===== src/rtl/hpi_pkg.sv =====
package hpi_pkg;
  localparam int DW  = 8;
  localparam int AW  = 3;
  localparam int SW  = 5;
  localparam int NREG = 1 << AW;
  localparam int NCFG = NREG - 2;
  localparam logic [AW-1:0] ADDR_STRAP = AW'(NCFG);
  localparam logic [AW-1:0] ADDR_MBOX  = AW'(NCFG + 1);

  typedef enum logic {
    BUS_SPLIT  = 1'b0,
    BUS_SINGLE = 1'b1
  } bus_mode_e;
endpackage


===== src/rtl/hpi_sync.sv =====
module hpi_sync #(
  parameter int W      = 3,
  parameter int STAGES = 2
) (
  input  logic         clk,
  input  logic         rst,
  input  logic [W-1:0] d_i,
  output logic [W-1:0] q_o
);
  logic [W-1:0] chain [STAGES];

  generate
    for (genvar s = 0; s < STAGES; s++) begin : g_stage
      always_ff @(posedge clk) begin
        if (rst) chain[s] <= '1;
        else if (s == 0) chain[s] <= d_i;
        else chain[s] <= chain[(s == 0) ? 0 : s - 1];
      end
    end
  endgenerate

  assign q_o = chain[STAGES-1];
endmodule


===== src/rtl/hpi_decode.sv =====
module hpi_decode
  import hpi_pkg::*;
(
  input  logic      clk,
  input  logic      rst,
  input  bus_mode_e mode_i,
  input  logic      cs_n_s,
  input  logic      stb0_n_s,
  input  logic      stb1_s,
  output logic      rd_act_o,
  output logic      wr_act_o,
  output logic      rd_fall_o,
  output logic      wr_fall_o
);
  logic rd_act, wr_act, rd_q, wr_q;

  always_comb begin
    rd_act = 1'b0;
    wr_act = 1'b0;
    if (!cs_n_s) begin
      if (mode_i == BUS_SINGLE) begin
        rd_act = !stb0_n_s && stb1_s;
        wr_act = !stb0_n_s && !stb1_s;
      end else begin
        rd_act = !stb0_n_s && stb1_s;
        wr_act = stb0_n_s && !stb1_s;
      end
    end
  end

  always_ff @(posedge clk) begin
    if (rst) begin
      rd_q <= 1'b0;
      wr_q <= 1'b0;
    end else begin
      rd_q <= rd_act;
      wr_q <= wr_act;
    end
  end

  assign rd_act_o  = rd_act;
  assign wr_act_o  = wr_act;
  assign rd_fall_o = rd_q && !rd_act;
  assign wr_fall_o = wr_q && !wr_act;

  p_excl_r7: assert property (@(posedge clk) disable iff (rst)
    !(rd_q && wr_q));
endmodule


===== src/rtl/hpi_regfile.sv =====
module hpi_regfile
  import hpi_pkg::*;
(
  input  logic               clk,
  input  logic               rst,
  input  logic               rd_act_i,
  input  logic               wr_act_i,
  input  logic               rd_fall_i,
  input  logic               wr_fall_i,
  input  logic [AW-1:0]      haddr,
  input  logic [DW-1:0]      hdata_i,
  input  logic [SW-1:0]      strap_q,
  input  logic               post_vld,
  input  logic [DW-1:0]      post_data,
  output logic [NCFG*DW-1:0] cfg_o,
  output logic [DW-1:0]      hdata_o,
  output logic               hdata_oe,
  output logic               hreq
);
  logic [DW-1:0] cfg_q [NCFG];
  logic [DW-1:0] mbox_q;
  logic [AW-1:0] w_addr, r_addr;
  logic [DW-1:0] w_data, rmux;
  logic          req_q, oe_q;
  logic [DW-1:0] rdata_q;

  always_ff @(posedge clk) begin
    if (rst) begin
      w_addr <= '0;
      w_data <= '0;
      r_addr <= '0;
    end else begin
      if (wr_act_i) begin
        w_addr <= haddr;
        w_data <= hdata_i;
      end
      if (rd_act_i) r_addr <= haddr;
    end
  end

  generate
    for (genvar i = 0; i < NCFG; i++) begin : g_cfg
      always_ff @(posedge clk) begin
        if (rst) cfg_q[i] <= '0;
        else if (wr_fall_i && w_addr == AW'(i)) cfg_q[i] <= w_data;
      end
      assign cfg_o[i*DW +: DW] = cfg_q[i];
    end
  endgenerate

  always_comb begin
    rmux = mbox_q;
    if (haddr == ADDR_STRAP) rmux = DW'(strap_q);
    for (int i = 0; i < NCFG; i++)
      if (haddr == AW'(i)) rmux = cfg_q[i];
  end

  always_ff @(posedge clk) begin
    if (rst) begin
      mbox_q  <= '0;
      req_q   <= 1'b0;
      oe_q    <= 1'b0;
      rdata_q <= '0;
    end else begin
      oe_q <= rd_act_i;
      if (rd_act_i) rdata_q <= rmux;
      if (post_vld) begin
        mbox_q <= post_data;
        req_q  <= 1'b1;
      end else if (rd_fall_i && r_addr == ADDR_MBOX) begin
        req_q <= 1'b0;
      end
    end
  end

  assign hdata_o  = rdata_q;
  assign hdata_oe = oe_q;
  assign hreq     = req_q;

  p_cfg_write_r3: assert property (@(posedge clk) disable iff (rst)
    (!$past(rst) && !$stable(cfg_o)) |-> $past(wr_fall_i));

  p_req_set_r9: assert property (@(posedge clk) disable iff (rst)
    (!$past(rst) && $rose(hreq)) |-> $past(post_vld));

  p_req_clr_r9: assert property (@(posedge clk) disable iff (rst)
    (!$past(rst) && $fell(hreq)) |-> $past(rd_fall_i && r_addr == ADDR_MBOX));
endmodule


===== src/rtl/hpi_top.sv =====
module hpi_top
  import hpi_pkg::*;
#(
  parameter int SYNC_STAGES = 2
) (
  input  logic               clk,
  input  logic               rst,
  input  logic [SW-1:0]      strap_i,
  input  logic               hcs_n,
  input  logic               hstb0_n,
  input  logic               hstb1,
  input  logic [AW-1:0]      haddr,
  input  logic [DW-1:0]      hdata_i,
  output logic [DW-1:0]      hdata_o,
  output logic               hdata_oe,
  output logic               hreq,
  input  logic               post_vld,
  input  logic [DW-1:0]      post_data,
  output logic [NCFG*DW-1:0] cfg_o,
  output logic               moto_mode_o
);
  logic [SW-1:0] strap_q;
  logic [2:0]    ctl_s;
  logic          rd_act, wr_act, rd_fall, wr_fall;
  bus_mode_e     mode;

  always_ff @(posedge clk) begin
    if (rst) strap_q <= strap_i;
  end

  assign mode        = bus_mode_e'(strap_q[0]);
  assign moto_mode_o = strap_q[0];

  hpi_sync #(.W(3), .STAGES(SYNC_STAGES)) u_sync (
    .clk (clk),
    .rst (rst),
    .d_i ({hcs_n, hstb0_n, hstb1}),
    .q_o (ctl_s)
  );

  hpi_decode u_dec (
    .clk       (clk),
    .rst       (rst),
    .mode_i    (mode),
    .cs_n_s    (ctl_s[2]),
    .stb0_n_s  (ctl_s[1]),
    .stb1_s    (ctl_s[0]),
    .rd_act_o  (rd_act),
    .wr_act_o  (wr_act),
    .rd_fall_o (rd_fall),
    .wr_fall_o (wr_fall)
  );

  hpi_regfile u_rf (
    .clk       (clk),
    .rst       (rst),
    .rd_act_i  (rd_act),
    .wr_act_i  (wr_act),
    .rd_fall_i (rd_fall),
    .wr_fall_i (wr_fall),
    .haddr     (haddr),
    .hdata_i   (hdata_i),
    .strap_q   (strap_q),
    .post_vld  (post_vld),
    .post_data (post_data),
    .cfg_o     (cfg_o),
    .hdata_o   (hdata_o),
    .hdata_oe  (hdata_oe),
    .hreq      (hreq)
  );

  p_strap_hold_r2: assert property (@(posedge clk) disable iff (rst)
    !$past(rst) |-> $stable(strap_q));

  p_oe_cs_r7: assert property (@(posedge clk) disable iff (rst)
    (!$past(rst) && hdata_oe) |-> $past(!ctl_s[2]));
endmodule


===== config.mk =====
export PLATFORM = sky130hd
export DESIGN_NAME = hpi_top
export DESIGN_NICKNAME = d
export VERILOG_FILES = /design/src/rtl/hpi_pkg.sv /design/src/rtl/hpi_sync.sv /design/src/rtl/hpi_decode.sv /design/src/rtl/hpi_regfile.sv /design/src/rtl/hpi_top.sv
export SDC_FILE = /design/constraint.sdc
export NUM_CORES = 1
export LEC_CHECK = 0
export CAP_MARGIN = 30
export CORE_MARGIN = 8
export CORE_UTILIZATION = 47
export CTS_BUF_LIST = sky130_fd_sc_hd__clkbuf_8
export CTS_CLUSTER_DIAMETER = 40
export CTS_CLUSTER_SIZE = 40
export DETAILED_ROUTE_END_ITERATION = 8
export PLACE_DENSITY = 0.84
export SETUP_SLACK_MARGIN = 0.05
export SLEW_MARGIN = 10
export SYNTH_ARGS = -nofsm -noshare
export SYNTH_HDL_FRONTEND = slang
export SYNTH_SLANG_ARGS = --single-unit

===== constraint.sdc =====
create_clock -name clk -period 2.23 [get_ports clk]
set_clock_uncertainty 0.2 [all_clocks]
set_input_delay 0.446 -clock clk [delete_from_list [all_inputs] [get_ports clk]]
set_output_delay 0.446 -clock clk [all_outputs]
set_load 0.005 [all_outputs]

==> flow_summary.ini, run 1 <==
[worst_setup_path]
worstSetupStartpointType = flip-flop
worstSetupPathType = flip-flop to flip-flop
critPathMaxStageDelay_ps = 420
slowest_stage = edfxtp_1
cp_cell_sequence = xnor2_1, buf_4, nor3_2, buf_4, o31ai_1, buf_4
worstPathMaxFanout = 21
cp.arrival_ps = 1950
required_ps = 2100
worst_r2r_path_depth = 6
end_kind = flip-flop
crit_top_cell = buf_4

[grt]
grt_first_pass_wirelength_microns = 17600
grt_max_degree = 23
grt_pass1_vias = 3275
track_usage_pct = 19.7
grt.overflow.total = 0
antenna_found_initial = 0

[route]
first_pass_iters = 5
drt_iter0_drc = 231
detail_route.wl_per_cell_microns = 19.3
drc = 0
ant_nets = 0
routed_wl_microns = 11500
viasPerCell = 5.59
vias = 3312

[status]
outcome = finished clean

[timing]
slew_viol_final = 0
period_share_pct = 93.2
timing.fmax_ghz = 0.481
setup_viol = 0
hold_violations = 0
min_period_ps = 2080
relSlewSlack_pct = 65.8
worst_pin_slew_ps = 511
rsz0062_at_grt = yes

[floorplan]
rows = 34
ios = 89
die_height_microns = 109
die_area_sq_mm = 0.0119
die_w_microns = 109
core_sq_mm = 0.00855
initial_core_util_pct = 47.7

[logic_synthesis]
yosysUniqueCellTypes = 43
syn_inst = 365
syn_nets = 395
synth_flop_cell = edfxtp_1
yosysSeqAreaShare_pct = 58.2
ys_warn_count = 0
syn_area_sq_mm = 0.00408
synth_edf_count = 53
synth.avg_cell_area_sq_um = 11.2
yosys_register_bits = 92
synth_top_cell_by_area = edfxtp_1
netlist_top_cells_area = edfxtp_1 39%, dfxtp_1 19%, and2_1 7.4%
netlist.area_leader.share_pct = 39.0
async_flop_share_pct = 0

[hold_path]
hp-class = flip-flop to flip-flop
hold_depth = 1

[placement]
port_buffers = 88
dp.cells = 577
hpwl_microns = 8650
globalplace.congestion = 0.914

[layout]
nNetsFinal = 510
stdcell_count = 593
antenna_cells = 0
area_delta_synth_final_pct = 34.6
drive_above_1_share_pct = 14.6

[power]
peakVddDrop_uv = 496
powerDensity_mw_per_mm2 = 620
power.leakage_nw = 2.03
total_power_mw = 3.40

[run]
cap_violations = 0

[clock_network]
htreeDepth = 3
clockBufferDepth = 2
cts_inserted_buffers = 9
insertion_delay_ps = 360
clockRootBuffer = clkbuf_8
clkTransAtPathRegs_ps = 90
postCtsSetupBuffers = 0
cts_tree = done
clock-sinks = 92
power by group:
part | switching [mW] | internal [mW]
sequential | 0.0414 | 1.84
combinational | 0.153 | 0.190
clock | 0.588 | 0.581
total | 0.783 | 2.62
state kept, by name, summed over array words and instances (netlist names):
| name | flops |
|---|---|
| u_rf.cfg_q | 48 |
| u_rf.hreq | 1 |
| u_rf.w_data | 8 |
| u_rf.mbox_q | 8 |
| u_rf.r_addr | 3 |
| u_sync.chain | 6 |
| strap_q | 5 |
| u_rf.hdata_o | 8 |
| u_dec.wr_q | 1 |
| u_rf.hdata_oe | 1 |
| u_rf.w_addr | 3 |
worst max-delay path: cells and delay by family (launching register included):
family	cells	cell delay, ps
buf+inv	3	600
simple gates	1	40
flops	1	420
compound gates	1	320
xor+xnor	1	220
kinds of logic after synthesis:
kind of cell           count (synthesis)  share of synthesized area [%]
flip-flops                            92                           58.2
buffers and inverters                 24                           2.55
AO/OA/AOI/OAI                         84                           15.1
multiplexers                          13                           3.19
AND/OR/NAND/NOR                      151                           20.7
XOR/XNOR                               1                          0.215
path summary, 6_finish.rpt:
path	slack, ps	start	endpoint
worst max-delay path	150	strap_q[0]	u_rf.cfg_q[0][0]
worst min register to register	210	u_sync.chain[0][1]	u_sync.chain[1][1]
worst max register to register	150	strap_q[0]	u_rf.cfg_q[0][0]
worst min-delay path	210	u_sync.chain[0][1]	u_sync.chain[1][1]
cell type report:
type,instances,area [sq um]
fill,657,3060
sequential,92,2370
clock inverter,5,58.8
tap,108,135
multi-input combinational,249,1600
inverter,3,11.3
clock buffer,11,151
timing repair buffer,125,1150
cell usage after synthesis (3+ instances only):
cell and count:
nor2b_1 3, or2_1 4, edfxtp_1 53, a211o_1 5, a221oi_1 3, dfxtp_1 39
o31ai_1 9, mux2i_1 13, nor2_1 20, buf_2 5, nor3_1 5, nand2_1 42
a21boi_0 5, or2_2 5, nand2b_1 5, nor4_2 4, clkbuf_1 13, nand3b_1 5
a32o_1 5, o221a_1 5, o21bai_1 5, o21ai_0 7, o22ai_1 6, a211oi_1 3
o21ba_1 4, a21o_1 3, a21oi_1 21, and2_1 48
repair_timing:
action                                  CTS  global route
hold buffers                              0             0
endpoints found under the setup margin    0            24
gates resized for setup                   0             1
metrics by stage:
stage,TNS [ps],worst slack (ps),instance area [sq um],hold WS (ps),util [%]
after global placement,-332,-62.2,5270,187,61.7
after floorplan,-109,-3.41,4080,183,-
final,0,153,5490,213,64.2
after detailed placement,-495,-96.3,5270,190,61.7
after CTS,0,84.8,5480,213,64.1
after global routing,-359,-32.3,5490,234,64.2
metal layers:
metal  track usage [%]  routed length (microns)
met5                 0                        0
met4              7.33                      271
met3              5.67                      802
met2              35.2                     6120
met1              21.7                     4260
placed cells by master, fill, tap and decap left out, types with 4 or more instances in the layout:
master,netlist,routed
clkdlybuf4s50_1,0,87
edfxtp_1,53,53
and2_1,48,48
nand2_1,42,42
dfxtp_1,39,39
buf_4,0,37
a21oi_1,21,21
nor2_1,20,20
mux2i_1,13,13
clkbuf_8,0,11
o31ai_1,9,9
o21ai_0,7,7
o22ai_1,6,6
nand3b_1,5,5
or2_2,5,5
nand2b_1,5,5
nor3_1,5,5
a211o_1,5,5
o21bai_1,5,5
a21boi_0,5,5
o221a_1,5,5
a32o_1,5,5
nor4_2,4,4
or2_1,4,4
o21ba_1,4,4
Note: power is estimated with default switching activity, not from simulation.
==> inputs of run 2 (changes only) <==
CORE_UTILIZATION = 55   (was 47)
PLACE_DENSITY = 0.92   (was 0.84)
clock period = 2.67 ns   (was 2.23 ns; I/O delays follow)
==> run 2 against run 1 <==
Compared with the run above: sequential cell count unchanged; routed wire length rose by 3.4%; die area is 12% lower; cell count decreased by 3.9%; sequential share of layout area is 1.1 points higher; critical endpoint is now u_rf.cfg_q[2][10]; via count rose by 0.21%; largest cell class unchanged; first-iteration DRC count increased by 1.7%; design area decreased by 2.6%; global-route usage is 3.8 points higher.
==> flow_summary.ini, run 2 (synthesis results as in run 1) <==
[floorplan]
core_sq_mm = 0.00721
die_w_microns = 102
die_area_sq_mm = 0.0104
die_height_microns = 102
initial_core_util_pct = 56.5
ios = 89
rows = 31

[power]
power_frac_comb_pct = 10.4
power.leakage_nw = 1.95
intPower_mw = 2.04
p_switching_uw = 675
seqPwrFrac_pct = 58.2
total_power_mw = 2.71
peakVddDrop_uv = 345
power.share.clock_pct = 31.4
powerDensity_mw_per_mm2 = 508
p_sw_share_pct = 24.9

[timing]
rsz0062_at_grt = no
timing.fmax_ghz = 0.432
worst_pin_slew_ps = 620
setup_ws_ps = 357
min_period_ps = 2310
hold_violations = 0
setup_viol = 0
tns_ps = 0
slew_viol_final = 0
period_share_pct = 86.6
relSlewSlack_pct = 58.3

[grt]
track_usage_pct = 23.5
antenna_found_initial = 0
grt_first_pass_wirelength_microns = 18300
grt.overflow.total = 0
grt_max_degree = 22
grt_pass1_vias = 3390

[route]
drt_iter0_drc = 235
ant_nets = 0
first_pass_iters = 5
vias = 3319
viasPerCell = 5.82
drc = 0
routed_wl_microns = 11800
detail_route.wl_per_cell_microns = 20.8

[clock_network]
postCtsSetupBuffers = 0
cts_tree = done
clock-sinks = 92
clockRootBuffer = clkbuf_8
clockBufferDepth = 2
insertion_delay_ps = 360
cts_inserted_buffers = 9
cts_resized = 0
cts_hold_buffers = 0
clkTransAtPathRegs_ps = 100
htreeDepth = 3

[layout]
top_register = u_rf.cfg_q
postLayoutCoreUtil_pct = 74.1
drive_above_1_share_pct = 11.7
nNetsFinal = 496
largest_reg_flops = 48
final_common_cell = clkdlybuf4s50_1
final_cell_mix = 87 x clkdlybuf4s50_1, 53 x edfxtp_1, 48 x and2_1
antenna_cells = 0
area_delta_synth_final_pct = 31.1

[worst_setup_path]
path_delay_family = simple AND/OR/NAND/NOR gates
worstSetupPathType = flip-flop to flip-flop
end_kind = flip-flop
critical_path_buf_inv_count = 1
cp_cell_sequence = xnor2_1, or3_1, nand2_1, o21ai_0, buf_4
slowest_stage = edfxtp_1
critPathMaxStageDelay_ps = 540
worstSetupStartpointType = flip-flop
worstPathMaxFanout = 12
required_ps = 2540
cp.arrival_ps = 2180

[run]
cap_violations = 0

[placement]
globalplace.congestion = 0.892
hpwl_microns = 9060
pre_cts_slack_ps = 107
port_buffers = 88

[hold_path]
hp-class = flip-flop to flip-flop

[status]
outcome = finished clean
## run 2: cell count changes in the layout (fill, tap and decap cells not counted), sizes merged
| cell | delta |
|---|---|
| buf | -14 |
| clkbuf | -2 |
| inv | +2 |
| bufinv | -1 |
| clkinv | +1 |
## run 2: final cells by class
| class | instances | area [sq um] |
|---|---|---|
| multi-input cells | 249 | 1600 |
| fillers | 512 | 1870 |
| inverters | 3 | 11.3 |
| clock buffers | 9 | 124 |
| flip-flops and latches | 92 | 2370 |
| repair buffers | 111 | 1060 |
| clock inverters | 7 | 52.6 |
| well taps | 99 | 124 |
## run 2: worst paths after layout
path                       from                  to  slack (ps)  cells after the start
max reg2reg          strap_q[0]   u_rf.cfg_q[2][10]         360                      5
min reg2reg  u_sync.chain[0][0]  u_sync.chain[1][0]         210                      1
min          u_sync.chain[0][0]  u_sync.chain[1][0]         210                      1
max                  strap_q[0]   u_rf.cfg_q[2][10]         360                      5
## run 2: worst register-to-register path: cells and delay by family, from the launching register on
| kind | cells | cell delay, ps |
|---|---|---|
| AND/OR/NAND/NOR | 2 | 560 |
| buffers and inverters | 1 | 200 |
| flip-flops | 1 | 540 |
| XOR/XNOR | 1 | 330 |
| AO/OA/AOI/OAI | 1 | 180 |
## run 2: layer usage
metal | routed length (microns) | track usage [%] | up-vias | part of all wire (%)
li1 | - | - | 1519 | -
met1 | 4430 | 27.0 | 1590 | 37
met2 | 6050 | 40.4 | 170 | 51
met3 | 858 | 4.56 | 40 | 7.2
met4 | 508 | 12.6 | 0 | 4.3
met5 | 0 | 0 | - | 0
## run 2: per-stage QoR
stage,cell area [sq um],std cells,hold WS [ps]
after floorplan,4080,365,183
after global placement,5170,554,188
after detailed placement,5170,554,193
after CTS,5350,570,212
after global routing,5350,570,228
final,5350,570,212
## run 2: power by group through the flow
stage                     sequential (mW)  combinational, mW  clock [mW]
after floorplan                      1.60              0.116           0
after global placement               1.61              0.277           0
after detailed placement             1.61              0.283           0
after CTS                            1.58              0.285       0.850
after global routing                 1.58              0.305       0.914
final                                1.58              0.283       0.852
==> inputs of run 3 (changes only) <==
CORE_UTILIZATION = 47   (was 55)
PLACE_DENSITY = 0.84   (was 0.92)
clock period = 1.97 ns   (was 2.67 ns; I/O delays follow)
==> run 3 against run 2 <==
Compared with the run above: cell count grew 5.3%; largest power group unchanged; design area grew 6.7%; power grew 45%; sequential cell count is the same; critical endpoint is now u_rf.cfg_q[0][5]; critical path type unchanged.
==> flow_summary.ini, run 3 (synthesis results as in run 1) <==
[clock_network]
clockRootBuffer = clkbuf_8
clockBufferDepth = 2
insertion_delay_ps = 360
cts_inserted_buffers = 9
cts_tree = done
clock-sinks = 92
htreeDepth = 3
clkTransAtPathRegs_ps = 90

[worst_setup_path]
cp.arrival_ps = 1860
slowest_stage = edfxtp_1
worstPathMaxFanout = 11
end_kind = flip-flop
required_ps = 1890
path_delay_family = buffers and inverters
worstSetupStartpointType = flip-flop
critical_path_buf_inv_count = 3
worstSetupPathType = flip-flop to flip-flop
r2r_setup_slack_ps = 30
critPathMaxStageDelay_ps = 450
cp_cell_sequence = buf_6, xnor2_4, nor3_4, buf_12, nor4_2, buf_4, and2_1

[grt]
grt_pass1_vias = 3345
grt.overflow.total = 0
track_usage_pct = 19.9
grt_first_pass_wirelength_microns = 18000
antenna_found_initial = 0
grt_max_degree = 22

[floorplan]
rows = 34
die_area_sq_mm = 0.0119
core_sq_mm = 0.00855
die_height_microns = 109
ios = 89
initial_core_util_pct = 47.7
die_w_microns = 109

[timing]
timing.fmax_ghz = 0.515
min_period_ps = 1940
slew_viol_final = 0
worst_pin_slew_ps = 515
relSlewSlack_pct = 65.6
tns_ps = 0
setup_ws_ps = 27.2
rsz0062_at_grt = yes
hold_violations = 0
whs_ps = 211
period_share_pct = 98.6
setup_viol = 0

[power]
seqPwrFrac_pct = 54.5
intPower_mw = 3.03
total_power_mw = 3.93
power_frac_comb_pct = 10.5
powerDensity_mw_per_mm2 = 688
power.share.clock_pct = 35.0
p_sw_share_pct = 22.9
p_switching_uw = 900
peakVddDrop_uv = 422
power.leakage_nw = 2.28

[placement]
globalplace.congestion = 0.891
port_buffers = 88
hpwl_microns = 8650
pre_cts_slack_ps = -333

[route]
detail_route.wl_per_cell_microns = 19.7
viasPerCell = 5.61
drt_iter0_drc = 216
ant_nets = 0
vias = 3365
routed_wl_microns = 11800
first_pass_iters = 5
drc = 0

[layout]
final_cell_mix = 72 x clkdlybuf4s50_1, 53 x edfxtp_1, 42 x nand2_1
nNetsFinal = 517
area_delta_synth_final_pct = 39.9
antenna_cells = 0
top_register = u_rf.cfg_q
final_common_cell = clkdlybuf4s50_1
nFillCells = 617
drive_above_1_share_pct = 19.1
largest_reg_flops = 48

[hold_path]
hp-class = flip-flop to flip-flop

[run]
cap_violations = 0

[status]
outcome = finished clean
## run 3: power groups by stage
| stage | combinational (mW) | clock, mW | sequential (mW) |
|---|---|---|---|
| after detailed placement | 0.398 | 0 | 2.18 |
| after global placement | 0.389 | 0 | 2.18 |
| after floorplan | 0.160 | 0 | 2.17 |
| after CTS | 0.410 | 1.39 | 2.14 |
| final | 0.411 | 1.38 | 2.14 |
| after global routing | 0.441 | 1.46 | 2.15 |
## run 3: worst register-to-register path, delay by kind of cell (launching register included)
kind                   cells  cell delay, ps
buffers and inverters      3             530
flip-flops                 1             450
AND/OR/NAND/NOR            3             400
XOR/XNOR                   1             120
## run 3: cell type report
cell class	count	area (sq um)	area share, %
multi-input cells	249	1680	29.5
clock buffers	9	124	2.17
well taps	108	135	2.37
clock inverters	7	91.3	1.60
inverters	3	11.3	0.197
repair buffers	132	1290	22.6
flip-flops and latches	92	2370	41.6
## run 3: through the flow
stage	cell area, sq um	util [%]	instances
finish	5700	66.7	600
global route	5700	66.7	600
detailed placement	5340	62.5	580
CTS	5600	65.5	598
global placement	5340	62.5	580
floorplan	4100	-	365
## run 3: path summary, 6_finish.rpt
path | startpoint | to | cells after the start
hold reg to reg | u_sync.chain[0][1] | u_sync.chain[1][1] | 1
setup reg to reg | strap_q[0] | u_rf.cfg_q[0][5] | 7
setup / recovery | strap_q[0] | u_rf.cfg_q[0][5] | 7
hold / removal | u_sync.chain[0][1] | u_sync.chain[1][1] | 1
## run 3: repair_timing
action                                  in CTS  in global routing
hold buffers                                 0                  0
pin swaps                                    1                  1
endpoints found under the setup margin       4                115
gates resized for setup                      7                 27
buffers inserted                             2                  1
gates cloned                                 0                  1
## run 3: layer usage
| layer | track usage [%] | routed length, microns | vias to the layer above |
|---|---|---|---|
| li1 | - | - | 1561 |
| met1 | 22.9 | 4610 | 1637 |
| met2 | 35.8 | 6220 | 143 |
| met3 | 4.08 | 755 | 24 |
| met4 | 7.04 | 268 | 0 |
| met5 | 0 | 0 | - |
